`config.mk`:
```
export PLATFORM = sky130hd
export DESIGN_NAME = sdram_cmd_guard
export DESIGN_NICKNAME = d
export VERILOG_FILES = /design/src/rtl/sdcg_pkg.sv /design/src/rtl/sdcg_decode.sv /design/src/rtl/sdcg_busy_timer.sv /design/src/rtl/sdcg_bank.sv /design/src/rtl/sdram_cmd_guard.sv
export SDC_FILE = /design/constraint.sdc
export NUM_CORES = 1
export LEC_CHECK = 0
export ABC_CLOCK_PERIOD_IN_PS = 8500
export CAP_MARGIN = 30
export CORE_MARGIN = 5
export CORE_UTILIZATION = 68
export DETAILED_ROUTE_END_ITERATION = 10
export DONT_BUFFER_PORTS = 1
export PLACE_DENSITY = 0.92
export SYNTH_ARGS = -nofsm -noshare
export SYNTH_HDL_FRONTEND = slang
export SYNTH_HIERARCHICAL = 1
export SYNTH_SLANG_ARGS = --single-unit
```
`constraint.sdc`:
```
create_clock -name clk -period 8.5 [get_ports clk]
set_clock_uncertainty 0.1 [all_clocks]
set_input_delay 0.85 -clock clk [delete_from_list [all_inputs] [get_ports clk]]
set_output_delay 0.85 -clock clk [all_outputs]
set_load 0.01 [all_outputs]
```
`src/rtl/sdcg_pkg.sv`:
```
package sdcg_pkg;

  typedef enum logic [3:0] {
    CMD_DESEL = 4'd0,
    CMD_NOP   = 4'd1,
    CMD_MRS   = 4'd2,
    CMD_REF   = 4'd3,
    CMD_PRE   = 4'd4,
    CMD_ACT   = 4'd5,
    CMD_WR    = 4'd6,
    CMD_RD    = 4'd7,
    CMD_BST   = 4'd8
  } cmd_e;

  typedef enum logic [1:0] {
    BK_IDLE = 2'd0,
    BK_OPEN = 2'd1,
    BK_REFR = 2'd2,
    BK_MODE = 2'd3
  } bank_e;

  typedef enum logic [1:0] {
    LP_NONE = 2'd0,
    LP_PDN  = 2'd1,
    LP_SREF = 2'd2
  } lp_e;

  // strobe pattern to command
  function automatic cmd_e decode_strobes(input logic cs_n, input logic ras_n,
                                          input logic cas_n, input logic we_n);
    if (cs_n) return CMD_DESEL;
    case ({ras_n, cas_n, we_n})
      3'b000:  return CMD_MRS;
      3'b001:  return CMD_REF;
      3'b010:  return CMD_PRE;
      3'b011:  return CMD_ACT;
      3'b100:  return CMD_WR;
      3'b101:  return CMD_RD;
      3'b110:  return CMD_BST;
      default: return CMD_NOP;
    endcase
  endfunction

  function automatic logic is_access(input cmd_e c);
    return (c == CMD_RD) || (c == CMD_WR);
  endfunction

endpackage

```
`src/rtl/sdcg_decode.sv`:
```
module sdcg_decode
  import sdcg_pkg::*;
(
  input  logic cs_n,
  input  logic ras_n,
  input  logic cas_n,
  input  logic we_n,
  input  logic ap_bit,
  output cmd_e cmd,
  output logic ap_req,
  output logic quiet
);
  always_comb begin
    cmd    = decode_strobes(cs_n, ras_n, cas_n, we_n);
    ap_req = is_access(cmd) && ap_bit;
    quiet  = (cmd == CMD_NOP) || (cmd == CMD_DESEL);
  end
endmodule

```
`src/rtl/sdcg_busy_timer.sv`:
```
module sdcg_busy_timer #(
  parameter int CW = 3
) (
  input  logic          clk,
  input  logic          rst_n,
  input  logic          load,
  input  logic [CW-1:0] load_val,
  output logic          busy,
  output logic          done
);
  logic [CW-1:0] rem_q;

  always_ff @(posedge clk or negedge rst_n) begin
    if (!rst_n)             rem_q <= '0;
    else if (load)          rem_q <= load_val;
    else if (rem_q != '0)   rem_q <= rem_q - 1'b1;
  end

  assign busy = (rem_q != '0);
  assign done = (rem_q == CW'(1));
endmodule

```
`src/rtl/sdcg_bank.sv`:
```
module sdcg_bank
  import sdcg_pkg::*;
#(
  parameter int AGE_MAX = 5,
  parameter int AGE_W   = 3,
  parameter int TRCD    = 3
) (
  input  logic             clk,
  input  logic             rst_n,
  input  logic             do_act,
  input  logic             do_pre,
  input  logic             do_ref,
  input  logic             do_mrs,
  input  logic             busy_done,
  input  logic             rw_hit,
  output bank_e            state,
  output logic [AGE_W-1:0] age
);
  function automatic logic [AGE_W-1:0] age_step(input logic [AGE_W-1:0] a);
    return (a >= AGE_W'(AGE_MAX)) ? a : a + 1'b1;
  endfunction

  always_ff @(posedge clk or negedge rst_n) begin
    if (!rst_n) begin
      state <= BK_IDLE;
      age   <= AGE_W'(AGE_MAX);
    end else begin
      age <= do_act ? AGE_W'(1) : age_step(age);
      if (do_act)      state <= BK_OPEN;
      else if (do_pre) state <= BK_IDLE;
      else if (do_ref) state <= BK_REFR;
      else if (do_mrs) state <= BK_MODE;
      else if (busy_done && (state == BK_REFR || state == BK_MODE)) state <= BK_IDLE;
    end
  end

  // a bank only opens from idle
  assert_open_from_idle_R7: assert property (@(posedge clk) disable iff (!rst_n)
    (state == BK_OPEN && $past(state) != BK_OPEN) |-> $past(state) == BK_IDLE);

  // an accepted access never comes before the activate delay
  assert_access_after_rcd_R8: assert property (@(posedge clk) disable iff (!rst_n)
    rw_hit |-> (state == BK_OPEN && age >= AGE_W'(TRCD)));
endmodule

```
`src/rtl/sdram_cmd_guard.sv`:
```
module sdram_cmd_guard
  import sdcg_pkg::*;
#(
  parameter int BA_W = 2,
  parameter int TRC  = 7,
  parameter int TRCD = 3,
  parameter int TRAS = 5,
  parameter int TRRD = 2
) (
  input  logic            clk,
  input  logic            rst_n,
  input  logic            cke,
  input  logic            cs_n,
  input  logic            ras_n,
  input  logic            cas_n,
  input  logic            we_n,
  input  logic [BA_W-1:0] ba,
  input  logic            addr_ap,
  output logic [3:0]      cmd_o,
  output logic            ap_o,
  output logic            illegal_o
);
  localparam int NB      = 1 << BA_W;
  localparam int AGE_MAX = (TRAS > TRCD) ? TRAS : TRCD;
  localparam int AGE_W   = $clog2(AGE_MAX + 1);
  localparam int RRD_W   = $clog2(TRRD + 1);
  localparam int BT_W    = $clog2(TRC + 1);

  cmd_e cmd;
  logic ap_req, quiet;

  sdcg_decode u_dec (
    .cs_n(cs_n), .ras_n(ras_n), .cas_n(cas_n), .we_n(we_n),
    .ap_bit(addr_ap), .cmd(cmd), .ap_req(ap_req), .quiet(quiet)
  );

  bank_e            bst  [NB];
  logic [AGE_W-1:0] bage [NB];
  logic [NB-1:0]    hit;
  logic             busy, busy_done;
  lp_e              lp_q;
  logic [RRD_W-1:0] rrd_q;
  logic [BA_W-1:0]  last_ba_q;

  logic all_idle, all_refr, all_mode;
  always_comb begin
    all_idle = 1'b1;
    all_refr = 1'b1;
    all_mode = 1'b1;
    for (int i = 0; i < NB; i++) begin
      all_idle &= (bst[i] == BK_IDLE);
      all_refr &= (bst[i] == BK_REFR);
      all_mode &= (bst[i] == BK_MODE);
    end
  end

  bank_e            tgt_st;
  logic [AGE_W-1:0] tgt_age;
  assign tgt_st  = bst[ba];
  assign tgt_age = bage[ba];

  function automatic logic rcd_met(input logic [AGE_W-1:0] a);
    return a >= AGE_W'(TRCD);
  endfunction
  function automatic logic ras_met(input logic [AGE_W-1:0] a);
    return a >= AGE_W'(TRAS);
  endfunction
  function automatic logic rrd_met(input logic [RRD_W-1:0] a, input logic same);
    return same || (a >= RRD_W'(TRRD));
  endfunction

  logic legal;
  always_comb begin
    legal = 1'b1;
    if (!quiet) begin
      if (lp_q != LP_NONE || busy) legal = 1'b0;
      else begin
        case (cmd)
          CMD_MRS, CMD_REF: legal = all_idle;
          CMD_ACT: legal = (tgt_st == BK_IDLE) && rrd_met(rrd_q, last_ba_q == ba);
          CMD_RD, CMD_WR: legal = (tgt_st == BK_OPEN) && rcd_met(tgt_age);
          CMD_PRE: legal = (tgt_st == BK_IDLE) || (tgt_st == BK_OPEN && ras_met(tgt_age));
          default: legal = 1'b1;
        endcase
      end
    end
  end

  // named internal events
  logic act_go, pre_go, rw_go, ref_go, sref_go, mrs_go, pdn_go;
  assign act_go  = legal && (cmd == CMD_ACT);
  assign pre_go  = legal && (cmd == CMD_PRE);
  assign rw_go   = legal && is_access(cmd);
  assign ref_go  = legal && (cmd == CMD_REF) && cke;
  assign sref_go = legal && (cmd == CMD_REF) && !cke;
  assign mrs_go  = legal && (cmd == CMD_MRS);
  assign pdn_go  = (lp_q == LP_NONE) && !cke && all_idle && quiet;

  sdcg_busy_timer #(.CW(BT_W)) u_busy (
    .clk(clk), .rst_n(rst_n), .load(ref_go || mrs_go),
    .load_val(ref_go ? BT_W'(TRC - 1) : BT_W'(1)),
    .busy(busy), .done(busy_done)
  );

  for (genvar i = 0; i < NB; i++) begin : g_bank
    assign hit[i] = (ba == BA_W'(i));
    sdcg_bank #(.AGE_MAX(AGE_MAX), .AGE_W(AGE_W), .TRCD(TRCD)) u_bank (
      .clk(clk), .rst_n(rst_n),
      .do_act(act_go && hit[i]), .do_pre(pre_go && hit[i]),
      .do_ref(ref_go), .do_mrs(mrs_go), .busy_done(busy_done),
      .rw_hit(rw_go && hit[i]), .state(bst[i]), .age(bage[i])
    );
  end

  always_ff @(posedge clk or negedge rst_n) begin
    if (!rst_n) begin
      lp_q      <= LP_NONE;
      rrd_q     <= RRD_W'(TRRD);
      last_ba_q <= '0;
      cmd_o     <= 4'(CMD_DESEL);
      ap_o      <= 1'b0;
      illegal_o <= 1'b0;
    end else begin
      if (lp_q != LP_NONE) begin
        if (cke) lp_q <= LP_NONE;
      end else if (sref_go) lp_q <= LP_SREF;
      else if (pdn_go)      lp_q <= LP_PDN;
      if (act_go) begin
        rrd_q     <= RRD_W'(1);
        last_ba_q <= ba;
      end else if (rrd_q < RRD_W'(TRRD)) rrd_q <= rrd_q + 1'b1;
      cmd_o     <= 4'(cmd);
      ap_o      <= ap_req;
      illegal_o <= !legal;
    end
  end

  assert_ap_on_access_R2: assert property (@(posedge clk) disable iff (!rst_n)
    ap_o |-> (cmd_o == 4'(CMD_RD) || cmd_o == 4'(CMD_WR)));

  assert_quiet_never_flagged_R12: assert property (@(posedge clk) disable iff (!rst_n)
    illegal_o |-> (cmd_o != 4'(CMD_NOP) && cmd_o != 4'(CMD_DESEL)));

  assert_ref_fills_banks_R5: assert property (@(posedge clk) disable iff (!rst_n)
    ref_go |=> all_refr);

  assert_busy_rejects_R5: assert property (@(posedge clk) disable iff (!rst_n)
    (busy && !quiet) |=> illegal_o);

  assert_mrs_fills_banks_R6: assert property (@(posedge clk) disable iff (!rst_n)
    mrs_go |=> all_mode);

  assert_mode_idle_only_R4: assert property (@(posedge clk) disable iff (!rst_n)
    (!quiet && (cmd == CMD_MRS || cmd == CMD_REF) && !all_idle) |=> illegal_o);
endmodule

```
; Word level (Yosys, flattened, before mapping)
; Cells that the tools add are included.
[classes]
n_addsub = 6
reduce_logical = 58
multipliers = 0
div_mod_pow = 0
bitwise = 4
eq_ne = 32
magnitude_cmp = 9
mux = 50
shift = 0
[op_table]
columns = cell, n
row1 = $mux W2, 28
row2 = $mux W3, 13
row3 = $pmux W4 S7, 1
row4 = $logic_and A1 B1 Y1, 25
row5 = $eq A2 B2 Y1 const B, 10
row6 = $reduce_bool A5 Y1, 4
row7 = $ge A3 B3 Y1 const B, 6
row8 = $eq A4 B3 Y1 const B, 4
row9 = $logic_not A2 Y1, 7
row10 = $add A3 B1 Y3 const B, 4
row11 = $logic_or A1 B1 Y1, 10
row12 = $ne A2 B2 Y1 const B, 5
row13 = $eq A3 B3 Y1 const B, 3
row14 = $eq A4 B2 Y1 const B, 2
row15 = $mux W4, 2
row16 = $bmux W3 S2, 1
row17 = $eq A3 B1 Y1 const B, 2
row18 = $eq A3 B2 Y1 const B, 2
row19 = $reduce_bool A2 Y1, 3
row20 = $reduce_bool A3 Y1, 2
row21 = $bmux W2 S2, 1
row22 = $eq A2 B1 Y1 const B, 2
row23 = $eq A4 B1 Y1 const B, 1
row24 = $logic_not A4 Y1, 1
row25 = other kinds (14), 20
[totals]
latchBits = 0
input_bits = 10
register_bits = 35
memories = 0
rom_bits = 0
mem_bits_rw = 0
wordCells = 174
output_inout_bits = 6

; Depth between registers and ports, before layout
[depth]
depth_word = 15
ltp_mapped = 13
ltp_nobuf = 12

; Cells and area by module
; The synthesis kept the hierarchy.
[modules_own_cells]
columns = module, instances, seq_area_each_um2, area_per_inst_um2, cells_per_inst
row1 = sdcg_bank, 4, 127.6, 265.3, 25
row2 = sdram_cmd_guard, 1, 301.5, 803.3, 77
row3 = sdcg_busy_timer, 1, 75.1, 219.0, 22
row4 = sdcg_decode, 1, 0.0, 126.4, 14

; Worst setup path before layout
; OpenSTA, ideal clock, no wires.
[synth_timing]
path_kind = input -> register
startpoint = input port cas_n
endpoint = register g_bank[0].u_bank.state[0]
t_required_ns = 8.296
t_arrival_ns = 3.664
setup_time_ns = 0.104
path_stages = 13
n_path_buf = 1
setup_slack_ns = 4.632
path_cell_list = inv_1 -> ha_1 -> o21ba_2 -> and2_1 -> nor3b_1 -> nand2b_1 -> a211oi_1 -> o41a_1 -> nor2_2 -> buf_4 -> nor3_1 -> and3b_1 -> o41ai_2
[synth_via]
elab_chain_len = 13
word_cells_on_any_way = 35
cone_classes = 13 x eq/ne / 9 x mux / 13 x reduce/logical
[synth_rtl]
columns = element, line
row1 = from (decl), sdram_cmd_guard.sv:15  ; input logic cas_n,
row2 = $eq A3 B3 Y1 (tied with other cells), sdcg_pkg.sv:32  ; case ({ras_n, cas_n, we_n})
row3 = $pmux W4 S7 *, sdcg_pkg.sv:32
row4 = $mux W4 *, sdcg_pkg.sv:32
row5 = named net cmd[1], sdram_cmd_guard.sv:29  ; cmd_e cmd;
row6 = $eq A4 B3 Y1 (tied with other cells), sdram_cmd_guard.sv:78  ; case (cmd)
row7 = $reduce_or A2 Y1, sdram_cmd_guard.sv:78
row8 = $pmux W1 S4, sdram_cmd_guard.sv:78
row9 = $mux W1, sdram_cmd_guard.sv:76  ; if (lp_q != LP_NONE || busy) legal = 1'b0;
row10 = $mux W1, sdram_cmd_guard.sv:75  ; if (!quiet) begin
row11 = $logic_and A1 B1 Y1 *, sdram_cmd_guard.sv:96  ; assign mrs_go = legal && (cmd == CMD_MRS);
row12 = named net mrs_go, sdram_cmd_guard.sv:90  ; logic act_go, pre_go, rw_go, ref_go, sref_go, mrs_go, pdn_go;
row13 = $mux W2, sdcg_bank.sv:32  ; else if (do_mrs) state <= BK_MODE;
row14 = $mux W2, sdcg_bank.sv:31  ; else if (do_ref) state <= BK_REFR;
row15 = $mux W2, sdcg_bank.sv:30  ; else if (do_pre) state <= BK_IDLE;
row16 = $mux W2, sdcg_bank.sv:29  ; if (do_act) state <= BK_OPEN;
row17 = to (signal assigned), sdcg_bank.sv:29
row18 = to (signal assigned), sdcg_bank.sv:30
row19 = to (signal assigned), sdcg_bank.sv:31
row20 = to (decl), sdcg_bank.sv:16  ; output bank_e state,
; The timed path passes the listed nets; every way through them passes the cells marked *.
; A chain may end at the register's enable or synchronous reset.

; Worst setup path after layout
[layout_timing]
startpoint = input port ras_n
endpoint = register g_bank[0].u_bank.state[0]
[layout_via]
elab_chain_len = 13
word_cells_on_any_way = 35
cone_classes = 13 x eq/ne / 9 x mux / 13 x reduce/logical
[layout_rtl]
columns = element, line
row1 = from (decl), sdram_cmd_guard.sv:14  ; input logic ras_n,
row2 = $eq A3 B3 Y1 (tied with other cells), sdcg_pkg.sv:32
row3 = $pmux W4 S7 *, sdcg_pkg.sv:32
row4 = $mux W4 *, sdcg_pkg.sv:32
row5 = named net cmd[1], sdram_cmd_guard.sv:29
row6 = $eq A4 B3 Y1 (tied with other cells), sdram_cmd_guard.sv:78
row7 = $reduce_or A2 Y1, sdram_cmd_guard.sv:78
row8 = $pmux W1 S4, sdram_cmd_guard.sv:78
row9 = $mux W1, sdram_cmd_guard.sv:76
row10 = $mux W1, sdram_cmd_guard.sv:75
row11 = $logic_and A1 B1 Y1 *, sdram_cmd_guard.sv:96
row12 = named net mrs_go, sdram_cmd_guard.sv:90
row13 = $mux W2, sdcg_bank.sv:32
row14 = $mux W2, sdcg_bank.sv:31
row15 = $mux W2, sdcg_bank.sv:30
row16 = $mux W2, sdcg_bank.sv:29
; Marked as above.

==> results.ini <==
[drt]
drc = 0
drt_first_pass_iters = 5
ant_nets = 0
routed_wl_um = 4690
avgRoutedWirePerCell_um = 18.1
drt_iter0_drc = 152
viasPerCell = 6.31
vias = 1635

[floorplan]
rows = 20
start_util_pct = 71.1
die_w_um = 66.7
core-area_um2 = 3080
dieHeight_um = 66.7
dieArea_um2 = 4450
io_pins = 16

[layout]
final_net_count = 238
fin_cells = 259
most-common-layout-cells = dfrtp_1, nor2_1, inv_1
layout_commonest_cell = dfrtp_1
n_antenna_cell = 0
final_core_util_pct = 74.1
syn2layout_area_growth_pct = 4.23
post_route_cells_drive_above_1_share_pct = 16.3
design_area_um2 = 2280

[cts]
cts-resized-gates = 0
clk_path_buf_depth = 2
cts-root-buf = clkbuf_4
numCtsBuffers = 5
post_cts_buffers = 0
insertion_delay_ps = 340
htree_num_levels = 2
cts_tree = done
cts_hold_buf = 0
cts.sink_count = 35
path_clk_slew_ps = 100

[power]
vdd_drop_max_mv = 0.177
switching_share_pct = 37.7
power_density_nw_per_um2 = 286
power.switching_uw = 246
totalPowerFinal_uw = 652
pwr-share-comb_pct = 38.5
power.share.sequential_pct = 48.0
intPower_uw = 406
pwr-share-clk_pct = 13.5
leakagePower_nw = 1.01

[flow_run]
drv_cap = 0

[critical_path]
cp_max_fo = 12
critPathKind = in -> reg
rr_worst_depth = 8
worst_ep_required_time_ps = 8640
critPathLaunchType = primary input
cp-end-kind = flip-flop
worstPathArrival_ps = 4090

[logic_synthesis]
syn_nets = 233
synth_warnings = 6
synth_area_um2 = 2190
avgSynthCellArea_um2 = 10.5
synthCells = 209

[sta]
rsz0062_at_grt = no
hold_slack_ps = 87.5
finalCritPeriodShare_pct = 46.5
fin_crit_ps = 3950
setup_ws_ps = 4550
finalHoldViolCount = 0
drv_slew = 0
relSlewSlack_pct = 29.4
tns_ps = 0
clock.fmax_ghz = 0.253
worst_pin_slew_ps = 1050
setup_viol = 0

[placement]
hpwl_um = 3610
routabilityCongestion = 0.880
place_inst = 251
place_ws_ps = 4270
io_buffers = 0
place_area_um2 = 2230

[min_path]
min_path_type = in -> async

[grt]
grt_first_pass_wirelength_um = 8030
grtUsageTotal_pct = 24.0
grt_pass1_vias = 1694
grt_max_degree = 36
globalRouteOverflowTotal = 0
antenna_found_initial = 0

[run_status]
status = completed

area by class of cell:
type / count / area [µm²]
multi-input cells: 154 / 1220
flip-flops and latches: 35 / 887
fillers: 212 / 797
inverters: 17 / 63.8
well taps: 44 / 55.1
clock buffers: 7 / 45.0
repair buffers: 1 / 7.51
clock inverters: 1 / 5.00
path summary, 6_finish.rpt:
check	start	end	slack, ps
worst max-delay path	ras_n	g_bank[0].u_bank/state[0]$_DFFE_PN0P_	4550
worst min-delay path	rst_n	ap_o$_DFF_PN0_	90
worst max register to register	g_bank[0].u_bank/state[1]$_DFFE_PN0P_	g_bank[0].u_bank/state[0]$_DFFE_PN0P_	5130
worst min register to register	rrd_q[1]$_DFFE_PN1P_	rrd_q[1]$_DFFE_PN1P_	400
max in group asynchronous	rst_n	g_bank[2].u_bank/age[0]$_DFFE_PN1P_	8030
min in group clk	rrd_q[1]$_DFFE_PN1P_	rrd_q[1]$_DFFE_PN1P_	400
state kept, by name, summed over array words and instances (netlist names):
signal and cells:
last_ba_q 2, g_bank.u_bank/age 12, u_busy/rem_q 3, g_bank.u_bank/state 8, rrd_q 2, lp_q 2
ap_o 1, cmd_o 4, illegal_o 1
power groups by stage:
stage	clock (mW)	combinational, mW	sequential (mW)
final	0.0879	0.251	0.313
after global routing	0.0982	0.278	0.322
after floorplan	0	0.207	0.291
after global placement	0	0.221	0.306
after detailed placement	0	0.248	0.315
after CTS	0.0887	0.250	0.312
routing by layer:
metal / GRT usage (%) / vias up / part of all wire (%)
met5: 0 / - / 0
met4: 7.36 / 0 / 1.9
met2: 41.7 / 66 / 53
met1: 29.2 / 791 / 40
li1: - / 765 / -
met3: 5.73 / 13 / 5.2
worst max-delay path, stage by stage:
cell and delay (ps):
inv_1 30, ha_1 210, o21ba_2 220, and2_1 220, nor3b_1 290, nand2_1 130
nor4_1 300, o41a_1 280, nor2_2 120, nor3_1 870, and3b_1 280, o41ai_2 290
Power figures use the tool's default switching activity.
